[src/rtl/way_alloc_pkg.sv]
package way_alloc_pkg;

  typedef enum logic {
    SWEEP_IDLE = 1'b0,
    SWEEP_RUN  = 1'b1
  } sweep_st_e;

  // even split, remainder to low cores
  function automatic int share_of(input int core, input int ncores, input int assoc);
    return assoc / ncores + ((core < (assoc % ncores)) ? 1 : 0);
  endfunction

endpackage

[src/rtl/evt_cnt_bank.sv]
module evt_cnt_bank #(
  parameter int NUM_SETS  = 16,
  parameter int NUM_CORES = 4,
  parameter int CNT_W     = 8,
  localparam int SET_W    = $clog2(NUM_SETS),
  localparam int CORE_W   = $clog2(NUM_CORES)
) (
  input  logic                              clk_i,
  input  logic                              rst_ni,
  input  logic                              inc_vld_i,
  input  logic [SET_W-1:0]                  inc_set_i,
  input  logic [CORE_W-1:0]                 inc_core_i,
  input  logic                              clr_vld_i,
  input  logic [SET_W-1:0]                  clr_set_i,
  output logic [NUM_CORES-1:0][CNT_W-1:0]   sel_cnt_o
);

  localparam logic [CNT_W-1:0] CNT_MAX = '1;

  logic [CNT_W-1:0] cnt_q [NUM_SETS][NUM_CORES];

  always_ff @(posedge clk_i or negedge rst_ni) begin
    if (!rst_ni) begin
      for (int s = 0; s < NUM_SETS; s++)
        for (int c = 0; c < NUM_CORES; c++)
          cnt_q[s][c] <= '0;
    end else begin
      for (int s = 0; s < NUM_SETS; s++) begin
        for (int c = 0; c < NUM_CORES; c++) begin
          if (clr_vld_i && clr_set_i == SET_W'(s)) begin
            cnt_q[s][c] <= '0;  // clear beats a same-cycle strobe
          end else if (inc_vld_i && inc_set_i == SET_W'(s) &&
                       inc_core_i == CORE_W'(c) && cnt_q[s][c] != CNT_MAX) begin
            cnt_q[s][c] <= cnt_q[s][c] + 1'b1;
          end
        end
      end
    end
  end

  for (genvar c = 0; c < NUM_CORES; c++) begin : g_sel
    assign sel_cnt_o[c] = cnt_q[clr_set_i][c];
  end

endmodule

[src/rtl/way_move_select.sv]
module way_move_select #(
  parameter int NUM_CORES = 4,
  parameter int ASSOC     = 32,
  parameter int CNT_W     = 8,
  localparam int WAY_W    = $clog2(ASSOC + 1),
  localparam int CORE_W   = $clog2(NUM_CORES),
  localparam int PROD_W   = CNT_W + WAY_W
) (
  input  logic [NUM_CORES-1:0][WAY_W-1:0] ways_i,
  input  logic [NUM_CORES-1:0][CNT_W-1:0] lru_i,
  input  logic [NUM_CORES-1:0][CNT_W-1:0] far_i,
  output logic                            move_vld_o,
  output logic [CORE_W-1:0]               recv_o,
  output logic [CORE_W-1:0]               donor_o
);

  localparam logic [WAY_W-1:0] ASSOC_W = WAY_W'(ASSOC);

  logic [NUM_CORES-1:0][PROD_W-1:0] gain;
  logic [NUM_CORES-1:0][PROD_W-1:0] loss;

  for (genvar c = 0; c < NUM_CORES; c++) begin : g_score
    assign gain[c] = PROD_W'(far_i[c]) * PROD_W'(ASSOC_W - ways_i[c]);
    assign loss[c] = PROD_W'(lru_i[c]) * PROD_W'(ASSOC_W);
  end

  logic [PROD_W-1:0] best_gain, best_loss;
  logic              donor_found;

  always_comb begin
    recv_o    = '0;
    best_gain = gain[0];
    for (int c = 1; c < NUM_CORES; c++) begin
      if (gain[c] > best_gain) begin
        best_gain = gain[c];
        recv_o    = CORE_W'(c);
      end
    end
  end

  always_comb begin
    donor_o     = '0;
    best_loss   = '0;
    donor_found = 1'b0;
    for (int c = 0; c < NUM_CORES; c++) begin
      if (CORE_W'(c) != recv_o && (!donor_found || loss[c] < best_loss)) begin
        best_loss   = loss[c];
        donor_o     = CORE_W'(c);
        donor_found = 1'b1;
      end
    end
  end

  assign move_vld_o = donor_found && (best_gain > best_loss) &&
                      (ways_i[donor_o] > WAY_W'(1));

endmodule

[src/rtl/alloc_table.sv]
module alloc_table #(
  parameter int NUM_SETS  = 16,
  parameter int NUM_CORES = 4,
  parameter int ASSOC     = 32,
  localparam int SET_W    = $clog2(NUM_SETS),
  localparam int CORE_W   = $clog2(NUM_CORES),
  localparam int WAY_W    = $clog2(ASSOC + 1)
) (
  input  logic                              clk_i,
  input  logic                              rst_ni,
  input  logic                              upd_vld_i,
  input  logic [SET_W-1:0]                  upd_set_i,
  input  logic [CORE_W-1:0]                 recv_i,
  input  logic [CORE_W-1:0]                 donor_i,
  output logic [NUM_CORES-1:0][WAY_W-1:0]   upd_ways_o,
  input  logic [SET_W-1:0]                  rd_set_i,
  output logic [NUM_CORES-1:0][WAY_W-1:0]   rd_ways_o
);

  logic [WAY_W-1:0] ways_q [NUM_SETS][NUM_CORES];

  always_ff @(posedge clk_i or negedge rst_ni) begin
    if (!rst_ni) begin
      for (int s = 0; s < NUM_SETS; s++)
        for (int c = 0; c < NUM_CORES; c++)
          ways_q[s][c] <= WAY_W'(way_alloc_pkg::share_of(c, NUM_CORES, ASSOC));
    end else if (upd_vld_i) begin
      ways_q[upd_set_i][recv_i]  <= ways_q[upd_set_i][recv_i] + 1'b1;
      ways_q[upd_set_i][donor_i] <= ways_q[upd_set_i][donor_i] - 1'b1;
    end
  end

  for (genvar c = 0; c < NUM_CORES; c++) begin : g_rd
    assign upd_ways_o[c] = ways_q[upd_set_i][c];
    assign rd_ways_o[c]  = ways_q[rd_set_i][c];
  end

endmodule

[src/rtl/way_alloc_adjuster.sv]
module way_alloc_adjuster #(
  parameter int NUM_SETS  = 16,
  parameter int NUM_CORES = 4,
  parameter int ASSOC     = 32,
  parameter int CNT_W     = 8
) (
  input  logic                                         clk_i,
  input  logic                                         rst_ni,
  input  logic                                         lru_hit_vld_i,
  input  logic [$clog2(NUM_SETS)-1:0]                  lru_hit_set_i,
  input  logic [$clog2(NUM_CORES)-1:0]                 lru_hit_core_i,
  input  logic                                         far_miss_vld_i,
  input  logic [$clog2(NUM_SETS)-1:0]                  far_miss_set_i,
  input  logic [$clog2(NUM_CORES)-1:0]                 far_miss_core_i,
  input  logic                                         epoch_i,
  output logic                                         busy_o,
  input  logic [$clog2(NUM_SETS)-1:0]                  rd_set_i,
  output logic [NUM_CORES*$clog2(ASSOC+1)-1:0]         rd_alloc_o
);
  import way_alloc_pkg::*;

  localparam int SET_W  = $clog2(NUM_SETS);
  localparam int CORE_W = $clog2(NUM_CORES);
  localparam int WAY_W  = $clog2(ASSOC + 1);
  localparam logic [SET_W-1:0] LAST_SET = SET_W'(NUM_SETS - 1);

  sweep_st_e        st_q;
  logic [SET_W-1:0] idx_q;

  always_ff @(posedge clk_i or negedge rst_ni) begin
    if (!rst_ni) begin
      st_q  <= SWEEP_IDLE;
      idx_q <= '0;
    end else begin
      unique case (st_q)
        SWEEP_IDLE: if (epoch_i) begin
          st_q  <= SWEEP_RUN;
          idx_q <= '0;
        end
        SWEEP_RUN: begin
          idx_q <= idx_q + 1'b1;
          if (idx_q == LAST_SET) st_q <= SWEEP_IDLE;
        end
        default: st_q <= SWEEP_IDLE;
      endcase
    end
  end

  logic sweep_act;
  assign sweep_act = (st_q == SWEEP_RUN);
  assign busy_o    = sweep_act;

  logic [NUM_CORES-1:0][CNT_W-1:0] lru_cnt, far_cnt;

  evt_cnt_bank #(.NUM_SETS(NUM_SETS), .NUM_CORES(NUM_CORES), .CNT_W(CNT_W)) u_lru_cnt (
    .clk_i      (clk_i),
    .rst_ni     (rst_ni),
    .inc_vld_i  (lru_hit_vld_i),
    .inc_set_i  (lru_hit_set_i),
    .inc_core_i (lru_hit_core_i),
    .clr_vld_i  (sweep_act),
    .clr_set_i  (idx_q),
    .sel_cnt_o  (lru_cnt)
  );

  evt_cnt_bank #(.NUM_SETS(NUM_SETS), .NUM_CORES(NUM_CORES), .CNT_W(CNT_W)) u_far_cnt (
    .clk_i      (clk_i),
    .rst_ni     (rst_ni),
    .inc_vld_i  (far_miss_vld_i),
    .inc_set_i  (far_miss_set_i),
    .inc_core_i (far_miss_core_i),
    .clr_vld_i  (sweep_act),
    .clr_set_i  (idx_q),
    .sel_cnt_o  (far_cnt)
  );

  logic [NUM_CORES-1:0][WAY_W-1:0] cur_ways, rd_ways;
  logic                            move_vld;
  logic [CORE_W-1:0]               recv, donor;

  way_move_select #(.NUM_CORES(NUM_CORES), .ASSOC(ASSOC), .CNT_W(CNT_W)) u_sel (
    .ways_i     (cur_ways),
    .lru_i      (lru_cnt),
    .far_i      (far_cnt),
    .move_vld_o (move_vld),
    .recv_o     (recv),
    .donor_o    (donor)
  );

  alloc_table #(.NUM_SETS(NUM_SETS), .NUM_CORES(NUM_CORES), .ASSOC(ASSOC)) u_tbl (
    .clk_i      (clk_i),
    .rst_ni     (rst_ni),
    .upd_vld_i  (sweep_act && move_vld),
    .upd_set_i  (idx_q),
    .recv_i     (recv),
    .donor_i    (donor),
    .upd_ways_o (cur_ways),
    .rd_set_i   (rd_set_i),
    .rd_ways_o  (rd_ways)
  );

  assign rd_alloc_o = rd_ways;

endmodule

[config.mk]
export PLATFORM = sky130hd
export DESIGN_NAME = way_alloc_adjuster
export DESIGN_NICKNAME = d
export VERILOG_FILES = /design/src/rtl/way_alloc_pkg.sv /design/src/rtl/evt_cnt_bank.sv /design/src/rtl/way_move_select.sv /design/src/rtl/alloc_table.sv /design/src/rtl/way_alloc_adjuster.sv
export SDC_FILE = /design/constraint.sdc
export NUM_CORES = 2
export LEC_CHECK = 0
export BUFFER_PORTS_ARGS = -buffer_cell sky130_fd_sc_hd__buf_2
export CORE_ASPECT_RATIO = 1.75
export CORE_MARGIN = 2
export CORE_UTILIZATION = 44
export CTS_BUF_LIST = sky130_fd_sc_hd__clkbuf_8
export CTS_CLUSTER_DIAMETER = 60
export DETAILED_ROUTE_END_ITERATION = 10
export HOLD_SLACK_MARGIN = 0.02
export PLACE_DENSITY = 0.63
export SLEW_MARGIN = 0
export SYNTH_ARGS = -nofsm -noshare
export SYNTH_HDL_FRONTEND = slang
export SYNTH_SLANG_ARGS = --single-unit
export TNS_END_PERCENT = 5
[constraint.sdc]
create_clock -name clk_i -period 30.1 [get_ports clk_i]
set_input_delay 3.01 -clock clk_i [delete_from_list [all_inputs] [get_ports clk_i]]
set_output_delay 3.01 -clock clk_i [all_outputs]
set_load 0.02 [all_outputs]
==> results.md <==
* Worst skew pair latency at around 1.0 ns
* Relative slew slack at 0.130
* CTS resizes at 0
* Setup total negative slack at 0 ns
* Post-synth EDFFs at 0
* Die H at 609 um
* Most common cell after layout, fill and taps aside: dfrtp_1
* Clock transition at path regs at around 0.070 ns
* WP buf/inv at 12
* WS Path Type: flip-flop to flip-flop
* Final Hold Fails at 0
* Post-Route WL at 312,000 um
* Worst Tran Pin Value at ~1.3 ns
* Met2 usage at 0.509
* H-Tree Depth at 4
* Synthesized flop and latch total at 1,413
* Hold Crit Class: flip-flop to flip-flop
* Placed wire-length estimate at 222,000 um
* GRT met3 Usage at 0.0494
* RSZ-0062 raised after global routing: no
* Critical Path Sink Type: flip-flop
* Sequential standard cell area at approximately 0.035 mm2
* Arr. time, crit path at 28.46 ns
* Post-CTS setup buffer count at 0
* Vias per cell at 6.33
* Die width at 350 um
* Layout area overhead at 8.20%
* Ports at 46
* FP Rows at 222
* Synth Cell Area at 0.0921 mm2
* Maximum clock path buffer count at 4
* Total global routing track utilization at 0.292
* Initial antenna violation count at 21
* Syn avg cell area at 10.2 um2
* Ys flop type: dfrtp_1
* Syn nets at 9,551
* Commonest non-fill, non-tap cells in the layout: dfrtp_1, nor2_1, o21ai_0, nand2_1, mux4_2
* Drt drc at 0
* Run status: finished clean
* Detailed-routing iteration count for the pre-antenna-repair pass at 8
* Sequential fraction of the synthesis area at 0.385
* Iter 0 DRT Violations at 6,536
* Clk sinks at roughly 1,400
* Largest net degree at the start of global routing at 270
* CP Max Fanout at 64
* Placed Instances at 11,500
* Drt wl/cell at 26.2 um
* Global-route wire length before repair at 474,000 um
* Max Cap Violations at 0
* CP max stage cell: dfrtp_4
* M1 GR Usage at 0.311
* Worst EP required at 30.95 ns
* Final Skew at between 0.1 and 0.15 ns
* Async SR Flop Fraction at 1.00
* Kind of cell adding the most delay to the critical path: compound AO/OA/AOI/OAI gates
* Gpl congestion at 0.959
* CP most frequent cell: ha_1
* # fillers at 19,100
* F_max at 36.2 MHz
* GRT overflow at 0
* Vias in the first global route at 77,300
* CP max stage delay at 1.06 ns
* Final std cells w/o fill at 11,900
* GRT busiest layer: met2
* CTS Hold Bufs at 0
* Core area at 0.209 mm2
* Footprint of the multi-input gates at 0.0537 mm2
* # nets final at 9,446
* YS warnings at 0
* Initial core utilization at 0.441
* Clock root buffer: clkbuf_8
* PortBufs at 45
* Mapped Cells at 9,052
* Post-DRT Antenna Nets at 0
* CTS buffer count at between 200 and 250
* Die Area at around 0.21 mm2
* Via count at 75,500
* Pins Over Slew Limit at 0
* CTS tree: done
* Final min period at between 20 and 30 ns
* CP startpoint kind: flip-flop
* # setup viols final at 0
* Period utilization at 0.917
* Share of layout cells above drive strength 1 at 0.131
* Synth cell types at 94
-- registers in the layout, summed over array words and instances, names as in the netlist --
| register | cells |
|---|---|
| u_lru_cnt.cnt_q | 512 |
| u_far_cnt.cnt_q | 512 |
| busy_o | 1 |
| u_tbl.ways_q | 384 |
| idx_q | 4 |
-- layout make-up --
type,instances,share of cell area
well taps,2800,0.0352
clock inverters,104,0.00810
diodes,4,0.000100
flip-flops and latches,1413,0.356
multi-input cells,6867,0.539
inverters,301,0.0113
repair buffers,144,0.0104
clock buffers,290,0.0401
-- path summary, 6_finish.rpt --
check / slack [ns] / cells after the start / startpoint / to
worst min register to register: 0.53 / 2 / u_tbl.ways_q[2] / u_tbl.ways_q[2]
min in group asynchronous: 2.04 / 1 / rst_ni / u_tbl.ways_q[290]
worst min-delay path: 0.53 / 2 / u_tbl.ways_q[2] / u_tbl.ways_q[2]
max in group asynchronous: 21.54 / 8 / rst_ni / u_far_cnt.cnt_q[91]
worst max-delay path: 2.49 / 90 / idx_q[0] / u_tbl.ways_q[292]
worst max register to register: 2.49 / 90 / idx_q[0] / u_tbl.ways_q[292]
-- synth_stat cells (all sizes together) (5+ instances only) --
master | instances | share of area
dfrtp | 1349 | 0.37
nor2 | 1227 | 0.050
o21ai | 858 | 0.047
nand2 | 711 | 0.029
mux4 | 542 | 0.13
xor2 | 520 | 0.049
nand4 | 353 | 0.024
a21oi | 344 | 0.019
ha | 312 | 0.042
inv | 299 | 0.012
clkbuf | 297 | 0.012
xnor2 | 265 | 0.025
nand3 | 230 | 0.013
or3 | 213 | 0.014
o221ai | 178 | 0.018
buf | 174 | 0.010
fa | 166 | 0.036
mux2i | 141 | 0.015
nor3 | 133 | 0.0072
and3 | 127 | 0.0086
and2 | 68 | 0.0046
dfstp | 64 | 0.018
o22a | 64 | 0.0061
a221o | 47 | 0.0051
a32oi | 46 | 0.0044
nand2b | 34 | 0.0023
a21o | 30 | 0.0024
a311oi | 28 | 0.0027
o211ai | 27 | 0.0023
o2111ai | 20 | 0.0020
or2 | 20 | 0.0014
mux2 | 16 | 0.0020
nor2b | 15 | 0.0010
o21bai | 15 | 0.0012
and4 | 12 | 0.0011
a221oi | 10 | 0.0015
o21a | 9 | 0.00073
a211oi | 8 | 0.00071
nor3b | 8 | 0.00065
a22o | 7 | 0.00067
a31oi | 7 | 0.00061
a22oi | 6 | 0.00049
a211o | 5 | 0.00048
-- layer usage --
metal | wire (um) | share of wire | up-vias
met5 | 92 | 0.00029 | -
met4 | 29200 | 0.094 | 12
met3 | 20200 | 0.065 | 1250
met2 | 158000 | 0.50 | 3199
met1 | 105000 | 0.34 | 38300
li1 | - | - | 32700
-- worst register-to-register path, delay by kind of cell (launching register included) --
family / cells / cell delay, ns
fa+ha+maj: 14 / 4.97
mux: 4 / 1.91
simple gates: 25 / 7.24
compound gates: 33 / 8.94
flops: 1 / 1.06
buf+inv: 12 / 2.56
xor+xnor: 2 / 0.79
-- stage by stage --
step | hold WS, ns | util | setup WS (ns) | cell area (um2)
after floorplan | 0.484 | - | 6.58 | 92100
after global routing | 0.564 | 0.478 | 0.670 | 99600
after detailed placement | 0.518 | 0.455 | 3.10 | 94800
after global placement | 0.503 | 0.455 | 3.61 | 94800
final | 0.532 | 0.478 | 2.49 | 99600
after CTS | 0.533 | 0.478 | 3.04 | 99600
-- cell families (layout without fill, tap and decap cells) --
group	Yosys count	after routing	share of synthesized area
buffers and inverters	772	839	0.0346
other	0	4	0
flip-flops	1413	1413	0.385
AO/OA/AOI/OAI	1738	1738	0.118
AND/OR/NAND/NOR	3160	3160	0.158
XOR/XNOR	790	790	0.0759
adder cells (fa/ha/maj)	480	480	0.0788
multiplexers	699	699	0.150
Power is not shown: default switching activity piles up to over one toggle a cycle in this logic, so the estimate is an artifact.
